File: src/rtl/tlp_tx_pkg.sv
package tlp_tx_pkg;
  localparam int unsigned DATA_W = 64;
  localparam int unsigned TD_BIT = 15;

  localparam logic [2:0] FMT_HDR3_NODATA = 3'b000;
  localparam logic [2:0] FMT_HDR3_DATA   = 3'b010;
  localparam logic [4:0] TYPE_CFG0       = 5'b00100;

  typedef struct packed {
    logic              sop;
    logic              eop;
    logic [DATA_W-1:0] data;
  } beat_t;

  function automatic logic is_cfg0(input logic [31:0] dw0);
    logic fmt_ok;
    fmt_ok = (dw0[31:29] == FMT_HDR3_NODATA) || (dw0[31:29] == FMT_HDR3_DATA);
    return fmt_ok && (dw0[28:24] == TYPE_CFG0);
  endfunction
endpackage

File: src/rtl/tlp_rdy_delay.sv
module tlp_rdy_delay #(
  parameter int unsigned LATENCY = 2
) (
  input  logic clk_i,
  input  logic rst_ni,
  input  logic rdy_i,
  output logic qual_o
);
  logic [LATENCY-1:0] hist_q;

  generate
    if (LATENCY == 1) begin : g_single
      always_ff @(posedge clk_i or negedge rst_ni) begin
        if (!rst_ni) hist_q <= '0;
        else         hist_q <= rdy_i;
      end
    end else begin : g_shift
      always_ff @(posedge clk_i or negedge rst_ni) begin
        if (!rst_ni) hist_q <= '0;
        else         hist_q <= {hist_q[LATENCY-2:0], rdy_i};
      end
    end
  endgenerate

  assign qual_o = hist_q[LATENCY-1];
endmodule

File: src/rtl/tlp_cfg0_td_filter.sv
module tlp_cfg0_td_filter
  import tlp_tx_pkg::*;
(
  input  logic  en_i,
  input  beat_t beat_i,
  output beat_t beat_o
);
  always_comb begin
    beat_o = beat_i;
    // only the header beat carries the digest-present bit
    if (en_i && beat_i.sop && is_cfg0(beat_i.data[31:0])) begin
      beat_o.data[TD_BIT] = 1'b0;
    end
  end
endmodule

File: src/rtl/tlp_beat_fifo.sv
module tlp_beat_fifo
  import tlp_tx_pkg::*;
#(
  parameter int unsigned DEPTH = 4
) (
  input  logic  clk_i,
  input  logic  rst_ni,
  input  logic  push_i,
  input  beat_t beat_i,
  input  logic  pop_i,
  output beat_t head_o,
  output logic  empty_o,
  output logic  full_o
);
  localparam int unsigned AW = (DEPTH > 1) ? $clog2(DEPTH) : 1;
  localparam logic [AW-1:0] LAST_IDX = AW'(DEPTH - 1);
  localparam logic [AW:0]   FULL_CNT = (AW + 1)'(DEPTH);

  beat_t         mem_q [DEPTH];
  logic [AW-1:0] wr_idx_q, rd_idx_q;
  logic [AW:0]   count_q;
  logic          push_ok, pop_ok;

  assign empty_o = (count_q == '0);
  assign full_o  = (count_q == FULL_CNT);
  assign push_ok = push_i && !full_o;
  assign pop_ok  = pop_i && !empty_o;
  assign head_o  = mem_q[rd_idx_q];

  always_ff @(posedge clk_i or negedge rst_ni) begin
    if (!rst_ni) begin
      for (int i = 0; i < DEPTH; i++) mem_q[i] <= '0;
      wr_idx_q <= '0;
      rd_idx_q <= '0;
      count_q  <= '0;
    end else begin
      if (push_ok) begin
        mem_q[wr_idx_q] <= beat_i;
        wr_idx_q        <= (wr_idx_q == LAST_IDX) ? '0 : wr_idx_q + 1'b1;
      end
      if (pop_ok) begin
        rd_idx_q <= (rd_idx_q == LAST_IDX) ? '0 : rd_idx_q + 1'b1;
      end
      case ({push_ok, pop_ok})
        2'b10:   count_q <= count_q + 1'b1;
        2'b01:   count_q <= count_q - 1'b1;
        default: count_q <= count_q;
      endcase
    end
  end
endmodule

File: src/rtl/tlp_tx_rl2.sv
module tlp_tx_rl2
  import tlp_tx_pkg::*;
#(
  parameter int unsigned DEPTH   = 4,
  parameter int unsigned LATENCY = 2
) (
  input  logic              clk_i,
  input  logic              rst_ni,
  input  logic              ecrc_fwd_en_i,
  input  logic              src_valid_i,
  input  logic              src_sop_i,
  input  logic              src_eop_i,
  input  logic [DATA_W-1:0] src_data_i,
  output logic              src_ready_o,
  input  logic              tx_ready_i,
  output logic              tx_valid_o,
  output logic              tx_sop_o,
  output logic              tx_eop_o,
  output logic [DATA_W-1:0] tx_data_o
);
  logic  rdy_qual;
  logic  fifo_empty, fifo_full;
  beat_t in_beat, flt_beat, head_beat;

  tlp_rdy_delay #(.LATENCY(LATENCY)) u_rdy_delay (
    .clk_i  (clk_i),
    .rst_ni (rst_ni),
    .rdy_i  (tx_ready_i),
    .qual_o (rdy_qual)
  );

  assign in_beat = '{sop: src_sop_i, eop: src_eop_i, data: src_data_i};

  tlp_cfg0_td_filter u_filter (
    .en_i   (ecrc_fwd_en_i),
    .beat_i (in_beat),
    .beat_o (flt_beat)
  );

  tlp_beat_fifo #(.DEPTH(DEPTH)) u_fifo (
    .clk_i   (clk_i),
    .rst_ni  (rst_ni),
    .push_i  (src_valid_i),
    .beat_i  (flt_beat),
    .pop_i   (tx_valid_o),
    .head_o  (head_beat),
    .empty_o (fifo_empty),
    .full_o  (fifo_full)
  );

  assign src_ready_o = !fifo_full;
  assign tx_valid_o  = rdy_qual && !fifo_empty;
  // flags stay tied to the buffered head so they hold through a stall
  assign tx_sop_o    = head_beat.sop && !fifo_empty;
  assign tx_eop_o    = head_beat.eop && !fifo_empty;
  assign tx_data_o   = head_beat.data;
endmodule

File: config.mk
export PLATFORM = sky130hd
export DESIGN_NAME = tlp_tx_rl2
export DESIGN_NICKNAME = d
export VERILOG_FILES = /design/src/rtl/tlp_tx_pkg.sv /design/src/rtl/tlp_rdy_delay.sv /design/src/rtl/tlp_cfg0_td_filter.sv /design/src/rtl/tlp_beat_fifo.sv /design/src/rtl/tlp_tx_rl2.sv
export SDC_FILE = /design/constraint.sdc
export NUM_CORES = 1
export LEC_CHECK = 0
export CAP_MARGIN = 20
export CORE_MARGIN = 2
export CORE_UTILIZATION = 51
export DETAILED_ROUTE_END_ITERATION = 6
export PLACE_DENSITY_LB_ADDON = 0.1
export RECOVER_POWER = 25
export SKIP_CTS_REPAIR_TIMING = 1
export SYNTH_ARGS = -nofsm -noshare
export SYNTH_HDL_FRONTEND = slang
export SYNTH_SLANG_ARGS = --single-unit
File: constraint.sdc
create_clock -name clk_i -period 2.3 [get_ports clk_i]
set_input_delay 0.46 -clock clk_i [delete_from_list [all_inputs] [get_ports clk_i]]
set_output_delay 0.46 -clock clk_i [all_outputs]
set_load 0.005 [all_outputs]
# Word level (Yosys, flattened, before mapping)

Cells that the tools add are included.

Add/sub/neg operators: 4
$mul: 0
Divide/modulo/power cells: 0
Order comparisons: 3
Equal/unequal tests: 7
Shift-type cells: 0
Muxes and demuxes: 10
Bitwise logic cells: 2
Reduce and logical (&&, ||, !) cells: 15

Operators by type and width:

| cell                  | number |
|---|---|
| $bwmux W264           | 1 |
| $mux W66              | 3 |
| $bmux W66 S2          | 1 |
| $demux W66 S2         | 1 |
| $logic_and A1 B1 Y1   | 9 |
| $eq A2 B2 Y1 const B  | 3 |
| $ge A3 B3 Y1 const B  | 2 |
| $logic_not A3 Y1      | 2 |
| $not A2 Y3            | 2 |
| $pmux W3 S2           | 1 |
| $eq A5 B3 Y1 const B  | 1 |
| $add A2 B1 Y2 const B | 2 |
| $mux W2               | 2 |
| $add A3 B1 Y3 const B | 1 |
| $eq A3 B2 Y1 const B  | 1 |
| $eq A3 B3 Y1 const B  | 1 |
| $lt A3 B1 Y1 const B  | 1 |
| $sub A3 B1 Y3 const B | 1 |
| $eq A2 B1 Y1 const B  | 1 |
| $logic_not A1 Y1      | 2 |
| $reduce_bool A2 Y1    | 1 |
| $logic_or A1 B1 Y1    | 1 |
| $mux W1               | 1 |

Bits in registers: 273
Latch bits: 0
RAM bits: 0
ROM bits: 0
Input bits: 71
Output and inout bits: 68
Memories kept: 0

# Logic depth before layout (Yosys ltp)

Gate-level depths: netlist of run 1.

Word-level depth: 6
Gate-level depth with buffers: 9
Depth with buffers taken out: 9

# Hierarchy

From an unflattened synthesis of run 1, not the netlist that was laid out.

Cell total of the unflattened synthesis: 754
Area total of the unflattened synthesis: 12444.4 um^2

By module, submodules not included:

| module             | instances | cells an instance | area each (um^2) | sequential area each (um^2) |
|---|---|---|---|---|
| tlp_beat_fifo      | 1         | 680               | 11855.1          | 6781.5 |
| tlp_cfg0_td_filter | 1         | 68                | 516.7            | 0.0 |
| tlp_rdy_delay      | 1         | 2                 | 50.0             | 50.0 |
| tlp_tx_rl2         | 1         | 4                 | 22.5             | 0.0 |

# Worst setup path after synthesis of run 1

No wires, ideal clock.

Path kind: flip-flop to flip-flop
Start point: register u_fifo.count_q[0]
End point: register u_fifo.count_q[2]
Library setup time: 79 ps
Arrival: 2045 ps
Required time: 2221 ps
Setup slack: 176 ps
Cell stages (with the launch flop): 10
Buffers on the path: 1
Period minus slack after synthesis: 2124 ps
Cells stage by stage: dfrtp_1 or3b_1 buf_2 nand2_1 ha_1 inv_1 fa_1 xor2_1 nor2_1 xor2_1

Elaborated cells on any way between the ends: 13
Classes of those cells: add/sub: 2; eq/ne: 3; mux: 1; reduce/logical: 7

RTL lines:

| what                                              | RTL line            | source |
|---|---|---|
| from (decl)                                       | tlp_beat_fifo.sv:21 | `logic [AW:0] count_q;` |
| from (signal assigned)                            | tlp_beat_fifo.sv:45 | `2'b10: count_q <= count_q + 1'b1;` |
| from (signal assigned)                            | tlp_beat_fifo.sv:46 | `2'b01: count_q <= count_q - 1'b1;` |
| from (signal assigned)                            | tlp_beat_fifo.sv:47 | `default: count_q <= count_q;` |
| $eq A3 B3 Y1 (*)                                  | tlp_beat_fifo.sv:25 | `assign full_o = (count_q == FULL_CNT);` |
| $logic_not A1 Y1 (*)                              | n/a                 |  |
| net src_ready_o                                   | tlp_tx_rl2.sv:14    | `output logic src_ready_o,` |
| $logic_and A1 B1 Y1 (*)                           | tlp_beat_fifo.sv:26 | `assign push_ok = push_i && !full_o;` |
| $eq A2 B1 Y1 or $eq A2 B2 Y1 (tied branches)      | tlp_beat_fifo.sv:44 | `case ({push_ok, pop_ok})` |
| $pmux W3 S2 or $reduce_bool A2 Y1 (tied branches) | n/a                 |  |

The timed path passes the listed nets; every way through them passes the cells marked *.
A chain may end at the register's enable or synchronous reset.

# Worst setup path after layout of run 1

Start point: register u_fifo.rd_idx_q[0]
End point: output port tx_data_o[58]

Word-level cells in the longest chain between the ends: 4

RTL lines:

| what                                         | RTL line            | source |
|---|---|---|
| from (decl)                                  | tlp_beat_fifo.sv:20 | `logic [AW-1:0] wr_idx_q, rd_idx_q;` |
| from (signal assigned)                       | tlp_beat_fifo.sv:42 | `rd_idx_q <= (rd_idx_q == LAST_IDX) ? '0 : rd_idx_q + 1'b1;` |
| $not A2 Y3 (implied by the code)             | tlp_beat_fifo.sv:28 | `assign head_o = mem_q[rd_idx_q];` |
| $bmux W66 S2                                 | tlp_beat_fifo.sv:28 |  |
| $mux W66 (implied by the code) (2 in series) | tlp_beat_fifo.sv:28 |  |
| to (decl)                                    | tlp_tx_rl2.sv:19    | `output logic [DATA_W-1:0] tx_data_o` |

No other way between the ends. The select of a mux whose other input is x is not followed.

==> summary.txt, run 1 <==
Placed cell count: 1141
Pre-antenna DRT Iters: 4
Max incr delay on CP: 0.50 ns
Worst-Margin Slew: 1.724 ns
Synthesized area: 12680 µm²
Data required time of the worst path: 1.84 ns
Met3 WL: 1200 µm
Flop and latch count out of synthesis: 273
Pre-CTS setup slack: -0.0004282 ns
CTS tree: built
H-Tree Depth: 1
Core area: 24390 µm²
Crit path launch type: flip-flop
Most frequent cells in the layout: dfrtp_1, mux2_4, mux2_2
Max VDD drop: 0.7912 mV
Routed wire length: 27490 µm
Sum Neg Setup Slack: -10.36 ns
Routed len/inst: 22.42 µm
RSZ-0062 raised after global routing: true
CP Capture Type: output pin
Avg Cell Area, Syn: 18.38 µm²
PortBufs: 138
Post-route DRC: 0
Post-Syn Instances: 690
I/O pin count: 139
Post-synthesis cell type count: 25
Sequential area share after synthesis: 53.86%
Layout Cells excl Fill: 1226
Area growth syn-to-layout: 22.96%
CP Cell Sequence: buf_12, buf_12, buf_4, mux4_2, clkbuf_2
RD Place Congestion: 0.7481
Top_reg_cell synth: dfrtp_1
Largest net degree at the start of global routing: 107
Clk_lat worst skew: 0.54 ns
Async set-reset flop share out of synthesis: 100.0%
Starting Density: 52.01%
Final setup vio count: 66
Syn_nets: 768
Worst Hold Slack: 0.3534 ns
Max Clk Rate: 396.0 MHz
Overflow left after global routing: 0
Total track usage: 21.37%
Initial DRC count: 358
Worst hold path type: reg -> reg
Final critical-path required period: 2.525 ns
Worst-path clk slew: 0.06 ns
Worst relative slew slack: -14.91%
Routed Antenna Nets: 0
Fill cell count: 1765
# rows: 57
EDFF count, synth: 0
Total number of vias: 6728
M1 WL: 12100 µm
Finished Core Util: 63.95%
# clock sinks: 273
First-pass GRT wire length: 43950 µm
P per Cell Area: 1584 nW/µm²
Initial antenna violation count: 1
Num CTS Buffers: 30
DP HPWL: 17440 µm
P_leak: 6.901 nW
Final net count: 958
Root Driver: clkbuf_16
Max-slew violations: 25
Critical path fanouts, max: 10
Die footprint: 26150 µm²
Status: complete, but fails checks
CP Data Arrival Time: 2.07 ns
Setup ws final: -0.2254 ns
WL met2: 13710 µm
Final Hold Viols: 0
Highest metal used: met4
Vias/cell: 5.488
Yosys warnings: 0
MaxCap Viol Count: 1
Max Buffers Root-to-Sink: 3
Die height: 161.7 µm
Most used cell along the critical path: buf_12
Number of global-route vias before repair: 7721
Die Span X: 161.7 µm
CP max stage cell: dfrtp_4
Commonest non-fill, non-tap cell in the layout: dfrtp_1
Share of layout cells above drive strength 1: 57.16%
CP Class: reg -> out
Ratio of final minimum period to clock period: 109.8%
Failing checks: capacitance limit, slew limit, setup timing
Clock skew: 0.008506 ns
-- flip-flops by register name (all words and copies together) (netlist names) --
register            cells
u_fifo.mem_q          264
u_fifo.count_q          3
u_fifo.rd_idx_q         2
u_fifo.wr_idx_q         2
u_rdy_delay.hist_q      2
-- cells in the mapped netlist (all sizes together) (2+ instances only) --
cell	count	area, µm²
nand2b	2	12.51
dfrtp	273	6832
mux2i	4	40.04
ha	6	75.07
xor2	2	17.52
inv	10	37.54
and3	4	45.04
nor2b	2	12.51
nor2	3	11.26
mux4	66	1486
clkbuf	4	15.01
mux2	264	3558
nand2	3	11.26
buf	40	459.2
-- power breakdown --
group,total [W],switching [W],internal [W]
combinational,0.0111,0.00388,0.00721
clock,0.00489,0.00188,0.00301
sequential,0.00872,0.00141,0.00730
-- critical path, delay by kind of cell, from the launching register on --
family   cells  cell delay [ns]
buf+inv      4             0.57
flops        1             0.50
mux          1             0.45
-- layout make-up --
type / instances / area (µm²) / area share (%)
clock buffers: 45 / 938.4 / 6.016
flip-flops and latches: 273 / 6839 / 43.85
repair buffers: 202 / 1928 / 12.36
inverters: 10 / 37.54 / 0.2407
clock inverters: 8 / 90.09 / 0.5776
multi-input cells: 363 / 5356 / 34.34
well taps: 324 / 405.4 / 2.599
diodes: 1 / 2.502 / 0.01604
-- routing by layer --
metal	vias to the layer above	GRT usage, %
met3	36	3.703
met4	0	4.948
met1	3627	29.37
met2	130	36.07
met5	-	0
li1	2935	-
-- metrics by stage --
step	total power (W)	area, µm²
2_1_floorplan	0.01578	12680
3_3_place_gp	0.01976	14450
3_5_place_dp	0.02023	14450
4_1_cts	0.02527	15470
5_1_grt	0.02611	15600
6_report	0.02470	15600
-- path summary, 6_finish.rpt --
| kind | from | to | slack, ns | depth (start not counted) |
|---|---|---|---|---|
| worst max-delay path | u_fifo.rd_idx_q[0] | tx_data_o[58] | -0.23 | 5 |
| worst min-delay path | u_rdy_delay.hist_q[0] | u_rdy_delay.hist_q[1] | 0.35 | 0 |
| worst max register to register | u_fifo.count_q[0] | u_fifo.count_q[2] | 0.21 | 10 |
| worst min register to register | u_rdy_delay.hist_q[0] | u_rdy_delay.hist_q[1] | 0.35 | 0 |
| max in group asynchronous | rst_ni | u_fifo.count_q[1] | 0.08 | 3 |
| min in group asynchronous | rst_ni | u_fifo.mem_q[250] | 0.92 | 2 |
-- logic make-up after synthesis --
kind of cell    share of synthesized area, %
mux                                    40.09
flops                                  53.86
buf+inv                                4.034
simple gates                          0.8975
fa+ha+maj                             0.7496
xor+xnor                              0.2072
compound gates                        0.1677
No activity file was read; power rests on OpenSTA's default activity.
==> run 2: changes to the inputs <==
--- a/config.mk
+++ b/config.mk
@@ -11,6 +11,7 @@
 export DETAILED_ROUTE_END_ITERATION = 6
 export PLACE_DENSITY_LB_ADDON = 0.1
 export RECOVER_POWER = 25
+export SETUP_SLACK_MARGIN = 0.5
 export SKIP_CTS_REPAIR_TIMING = 1
 export SYNTH_ARGS = -nofsm -noshare
 export SYNTH_HDL_FRONTEND = slang
==> run 2 against run 1 <==
Compared with the run above:
- the run ends with setup timing left
- power is 11% higher
- setup slack worse by 0.0058 ns
- clock-buffer cell count is 3 lower
- flip-flop and latch count stayed put
- clock skew is 0.00052 ns higher
==> summary.txt, run 2 (synthesized netlist as in run 1, its figures left out) <==
Status: complete, but fails checks
Failing checks: setup timing
Sum Neg Setup Slack: -10.68 ns
Clock skew: 0.009024 ns
Initial antenna violation count: 0
Pint: 0.01946 W
Starting Density: 52.01%
Clk_lat worst skew: 0.55 ns
Die Span X: 161.7 µm
CP max stage cell: dfrtp_4
I/O pin count: 139
Highest metal used: met4
Largest net degree at the start of global routing: 75
M1 WL: 13650 µm
Die footprint: 26150 µm²
Routed wire length: 32480 µm
Routed Antenna Nets: 0
CP Cell Sequence: buf_8, buf_12, buf_8, mux4_2, clkbuf_2
DP HPWL: 17050 µm
RSZ-0062 raised after global routing: true
Worst hold path type: reg -> reg
Area growth syn-to-layout: 35.84%
Root Driver: clkbuf_16
Final setup vio count: 66
Hold Crit Endpoint: u_rdy_delay.hist_q[1]
Switching part of the total: 29.27%
Routed len/inst: 25.06 µm
Post-route DRC: 0
Die height: 161.7 µm
Initial DRC count: 410
Reg2reg start: u_fifo.count_q[2]
Worst relative slew slack: 24.91%
Final Hold Viols: 0
Crit path launch type: flip-flop
First-pass GRT wire length: 43660 µm
P_leak: 7.748 nW
Max FFs per register: 264
WL met2: 16380 µm
P per Cell Area: 1597 nW/µm²
Critical path fanouts, max: 6
Worst-path clk slew: 0.06 ns
Finished Core Util: 70.64%
Sw power: 0.008054 W
Data required time of the worst path: 1.84 ns
Number of global-route vias before repair: 7741
CP Class: reg -> out
R2R Path End: u_fifo.count_q[2]
Commonest non-fill, non-tap cell in the layout: dfrtp_1
Power, Total: 0.02752 W
Met3 WL: 1549 µm
RD Place Congestion: 0.7399
Vias/cell: 5.590
Pre-antenna DRT Iters: 4
# rows: 57
Fill cell count: 1581
CTS tree: built
Share of layout cells above drive strength 1: 61.48%
Logic pwr share: 49.5%
MaxCap Viol Count: 0
Worst-Margin Slew: 1.126 ns
CP Capture Type: output pin
R2r setup slk: 0.14 ns
Total number of vias: 7244
Final net count: 1026
R2R depth: 10
Largest register by flop count: u_fifo.mem_q
Hold_sp: u_rdy_delay.hist_q[0]
Max VDD drop: 0.8749 mV
PortBufs: 138
Max Clk Rate: 395.1 MHz
# clock sinks: 273
Overflow left after global routing: 0
Total track usage: 21.13%
Setup ws final: -0.2312 ns
Ratio of final minimum period to clock period: 110.1%
Final critical-path required period: 2.531 ns
Hold Path Depth: 0
Most used cell along the critical path: buf_8
Max incr delay on CP: 0.51 ns
Num CTS Buffers: 30
Cell family contributing the most delay on the critical path: buffers and inverters
H-Tree Depth: 1
CP Data Arrival Time: 2.07 ns
Sequential Power Share: 31.9%
Most frequent cells in the layout: dfrtp_1, mux2_4, clkdlybuf4s50_1
Clock Power Share: 18.6%
Max Buffers Root-to-Sink: 3
Max-slew violations: 0
WP buf/inv: 4
Core area: 24390 µm²
Largest regs: u_fifo.mem_q (264), u_fifo.count_q (3)
## run 2: per-stage QoR
stage	hold slack [ns]	worst slack, ns	cell area [µm²]	instances
2_1_floorplan	0.1644	0.3919	12740	690
3_3_place_gp	0.3361	0.02117	14560	1145
3_5_place_dp	0.3490	0.001615	14560	1145
4_1_cts	-0.08452	-0.5953	15610	1200
5_1_grt	0.3963	-0.2759	17230	1295
6_report	0.3764	-0.2312	17230	1296
## run 2: area by class of cell
| class | count | area [µm²] | share of cell area (%) |
|---|---|---|---|
| Timing Repair Buffer | 268 | 3098 | 17.98 |
| Sequential cell | 273 | 6840 | 39.70 |
| Inverter | 10 | 40.04 | 0.2324 |
| Tap cell | 324 | 405.4 | 2.353 |
| Antenna cell | 1 | 2.502 | 0.01452 |
| Multi-Input combinational cell | 365 | 5791 | 33.61 |
| Clock buffer | 42 | 857.1 | 4.974 |
| Clock inverter | 13 | 196.4 | 1.140 |
## run 2: routing by layer
layer	global-route usage [%]	vias up
met1	29.21	3897
met3	3.933	59
met4	5.109	0
met5	0	-
met2	35.14	195
li1	-	3093
## run 2: worst max-delay path by stage
stage	from	to	cells after the start
after global placement	u_fifo.rd_idx_q[0]	tx_data_o[32]	3
after CTS	u_fifo.rd_idx_q[0]	tx_data_o[40]	3
final	u_fifo.rd_idx_q[0]	tx_data_o[0]	5
after global routing	u_fifo.rd_idx_q[0]	tx_data_o[20]	5
after detailed placement	u_fifo.rd_idx_q[0]	tx_data_o[40]	3
after floorplan	u_fifo.count_q[1]	u_fifo.count_q[2]	9
## run 2: power by group through the flow
stage / logic (W) / clock network, W / registers [W]
3_5_place_dp: 0.0116 / 0 / 0.00874
6_report: 0.0136 / 0.00510 / 0.00879
5_1_grt: 0.0144 / 0.00543 / 0.00904
4_1_cts: 0.0116 / 0.00520 / 0.00870
3_3_place_gp: 0.0113 / 0 / 0.00853
2_1_floorplan: 0.00772 / 0 / 0.00816
==> run 3: changes to the inputs <==
--- a/config.mk
+++ b/config.mk
@@ -6,7 +6,6 @@
 export NUM_CORES = 1
 export LEC_CHECK = 0
 export CAP_MARGIN = 20
-export CORE_MARGIN = 2
 export CORE_UTILIZATION = 51
 export DETAILED_ROUTE_END_ITERATION = 6
 export PLACE_DENSITY_LB_ADDON = 0.1
@@ -15,4 +14,5 @@
 export SKIP_CTS_REPAIR_TIMING = 1
 export SYNTH_ARGS = -nofsm -noshare
 export SYNTH_HDL_FRONTEND = slang
+export SYNTH_HIERARCHICAL = 1
 export SYNTH_SLANG_ARGS = --single-unit
==> constraint.sdc (replaced) <==
create_clock -name clk_i -period 2.3 [get_ports clk_i]
set_input_delay 0.69 -clock clk_i [delete_from_list [all_inputs] [get_ports clk_i]]
set_output_delay 0.69 -clock clk_i [all_outputs]
set_load 0.005 [all_outputs]
==> run 3 against run 2 <==
Compared with the run above:
- the run ends with capacitance limit, slew limit, setup timing left
- area after synthesis fell by 1.9%
- synthesized cell count up 9.3%
- setup slack worse by 0.28 ns
- critical path depth grew 1
- final area decreased by 5.6%
- combinational power is 12% lower
- die area fell by 4.3%
- non-clock buffer count decreased by 37
- first-iteration DRC count fell by 31%
- maximum frequency fell by 9.9%
- largest power group unchanged
==> summary.txt, run 3 <==
Hold_sp: u_rdy_delay/hist_q[0]
CTS tree: built
P per Cell Area: 1572 nW/µm²
RSZ-0062 raised after global routing: true
Routed wire length: 29720 µm
Max Clk Rate: 356.1 MHz
Clk_lat worst skew: 0.55 ns
RD Place Congestion: 0.7283
Data required time of the worst path: 1.61 ns
Sum Neg Setup Slack: -23.14 ns
Share of layout cells above drive strength 1: 60.19%
H-Tree Depth: 1
Worst hold path type: reg -> reg
R2R depth: 9
Largest regs: u_fifo/mem_q (264), u_fifo/count_q (3)
CP Data Arrival Time: 2.12 ns
Finished Cell Area: 16260 µm²
Ranking of synthesized cells by area: dfrtp_1, mux2_2, mux4_2
Largest register by flop count: u_fifo/mem_q
CP startpoint: u_fifo/rd_idx_q[0]
CP max stage cell: dfrtp_4
Top_reg_cell synth: dfrtp_1
CP Capture Type: output pin
Routed len/inst: 23.72 µm
Synthesized area: 12440 µm²
Root Driver: clkbuf_16
Final Hold Viols: 0
Avg Cell Area, Syn: 16.50 µm²
Starting Density: 52.55%
DP HPWL: 16820 µm
Worst-path clk slew: 0.06 ns
Clock skew: 0.01359 ns
CP Class: reg -> out
Ratio of final minimum period to clock period: 122.1%
Max VDD drop: 0.8952 mV
DP Area: 14030 µm²
Die footprint: 25030 µm²
Number of global-route vias before repair: 7646
Worst-Margin Slew: 1.869 ns
MaxCap Viol Count: 1
Initial antenna violation count: 2
Most common cell in the netlist: dfrtp_1
First-pass GRT wire length: 40780 µm
I/O pin count: 139
P_leak: 7.188 nW
# rows: 56
Final setup vio count: 66
Setup ws final: -0.5080 ns
Async set-reset flop share out of synthesis: 100.0%
Reg2reg start: u_fifo/count_q[1]
Post-route DRC: 0
Area growth syn-to-layout: 30.68%
EDFF count, synth: 0
Worst Hold Slack: 0.3893 ns
Max-slew violations: 71
Final net count: 987
Most frequent cells in the layout: dfrtp_1, mux2_4, mux2_2
Sequential area share after synthesis: 54.90%
Pre-CTS setup slack: -0.2266 ns
Power, Total: 0.02556 W
Post-synthesis cell type count: 23
Max Buffers Root-to-Sink: 3
Crit path launch type: flip-flop
Overflow left after global routing: 0
Final critical-path required period: 2.808 ns
Total track usage: 21.26%
Post-synth top area cell: dfrtp_1
Commonest non-fill, non-tap cell in the layout: dfrtp_1
Failing checks: capacitance limit, slew limit, setup timing
Post-Syn Instances: 754
Num CTS Buffers: 30
Die height: 158.2 µm
Worst relative slew slack: -24.59%
Vias/cell: 5.571
Total number of vias: 6981
Critical path fanouts, max: 6
# clock sinks: 273
Fill cell count: 1630
Status: complete, but fails checks
Hold Path Depth: 0
Syn_nets: 832
Max FFs per register: 264
Most used cell along the critical path: buf_6
Flop and latch count out of synthesis: 273
PortBufs: 138
Initial DRC count: 282
Largest net degree at the start of global routing: 72
Yosys warnings: 6
Die Span X: 158.2 µm
Pre-antenna DRT Iters: 6
Synth top area share: 54.90%
Synth top cells by count: dfrtp_1, mux2_2, buf_4, mux4_2, buf_6
Core area: 23680 µm²
Routed Antenna Nets: 0
CP Cell Sequence: buf_6, buf_12, buf_12, buf_6, mux4_2, buf_6
Max incr delay on CP: 0.51 ns
## run 3: changes by cell type after synthesis, moves of 2 or more
cell | before | now
clkbuf_1 | 4 | 2
and3_4 | 4 | 0
mux2_4 | 156 | 0
nor2_1 | 3 | 7
mux2_2 | 108 | 268
buf_6 | 4 | 20
inv_1 | 10 | 7
buf_12 | 16 | 0
mux2i_1 | 4 | 1
buf_4 | 0 | 67
## run 3: routing by layer
metal	vias to the layer above	track usage (%)	part of all wire (%)
met4	0	5.952	2.3
met5	-	0	0
met2	168	36.63	50
met3	46	4.106	4.5
met1	3758	27.38	43
li1	3009	-	-
## run 3: report_power, final
part | internal (W) | switching [W] | total (W)
clock | 0.00294 | 0.00186 | 0.00480
sequential | 0.00731 | 0.00141 | 0.00872
combinational | 0.00778 | 0.00426 | 0.0120
## run 3: area by class of cell
| cell class | instances | area [µm²] | share of cell area (%) |
|---|---|---|---|
| clock inverters | 7 | 60.06 | 0.3693 |
| multi-input cells | 366 | 5414 | 33.29 |
| clock buffers | 48 | 959.7 | 5.901 |
| well taps | 319 | 399.1 | 2.454 |
| flip-flops and latches | 273 | 6843 | 42.08 |
| diodes | 2 | 5.005 | 0.03078 |
| repair buffers | 231 | 2552 | 15.70 |
| inverters | 7 | 28.78 | 0.1770 |
## run 3: cells by family after synthesis
family,Yosys count,synth area share [%]
flip-flops,273,54.90
adder cells (fa/ha/maj),7,0.7641
buffers and inverters,115,6.847
XOR/XNOR,3,0.2112
multiplexers,335,36.28
AO/OA/AOI/OAI,1,0.09048
AND/OR/NAND/NOR,20,0.9149
## run 3: metrics by stage
step	std cells	utilization, %
global route	1252	68.65
CTS	1201	63.55
global placement	1146	59.24
floorplan	754	-
detailed placement	1146	59.24
finish	1253	68.67
## run 3: critical path: cells and delay by family, from the launching register on
family	cells	cell delay, ns
mux	1	0.42
flops	1	0.51
buf+inv	5	0.64
## run 3: final timing paths
check	slack, ns	end
min reg2reg	0.39	u_rdy_delay/hist_q[1]
max	-0.51	tx_data_o[51]
min in group asynchronous	0.66	u_fifo/mem_q[245]
max in group asynchronous	0.23	u_fifo/mem_q[99]
min	0.39	u_rdy_delay/hist_q[1]
max reg2reg	0.23	u_fifo/count_q[2]
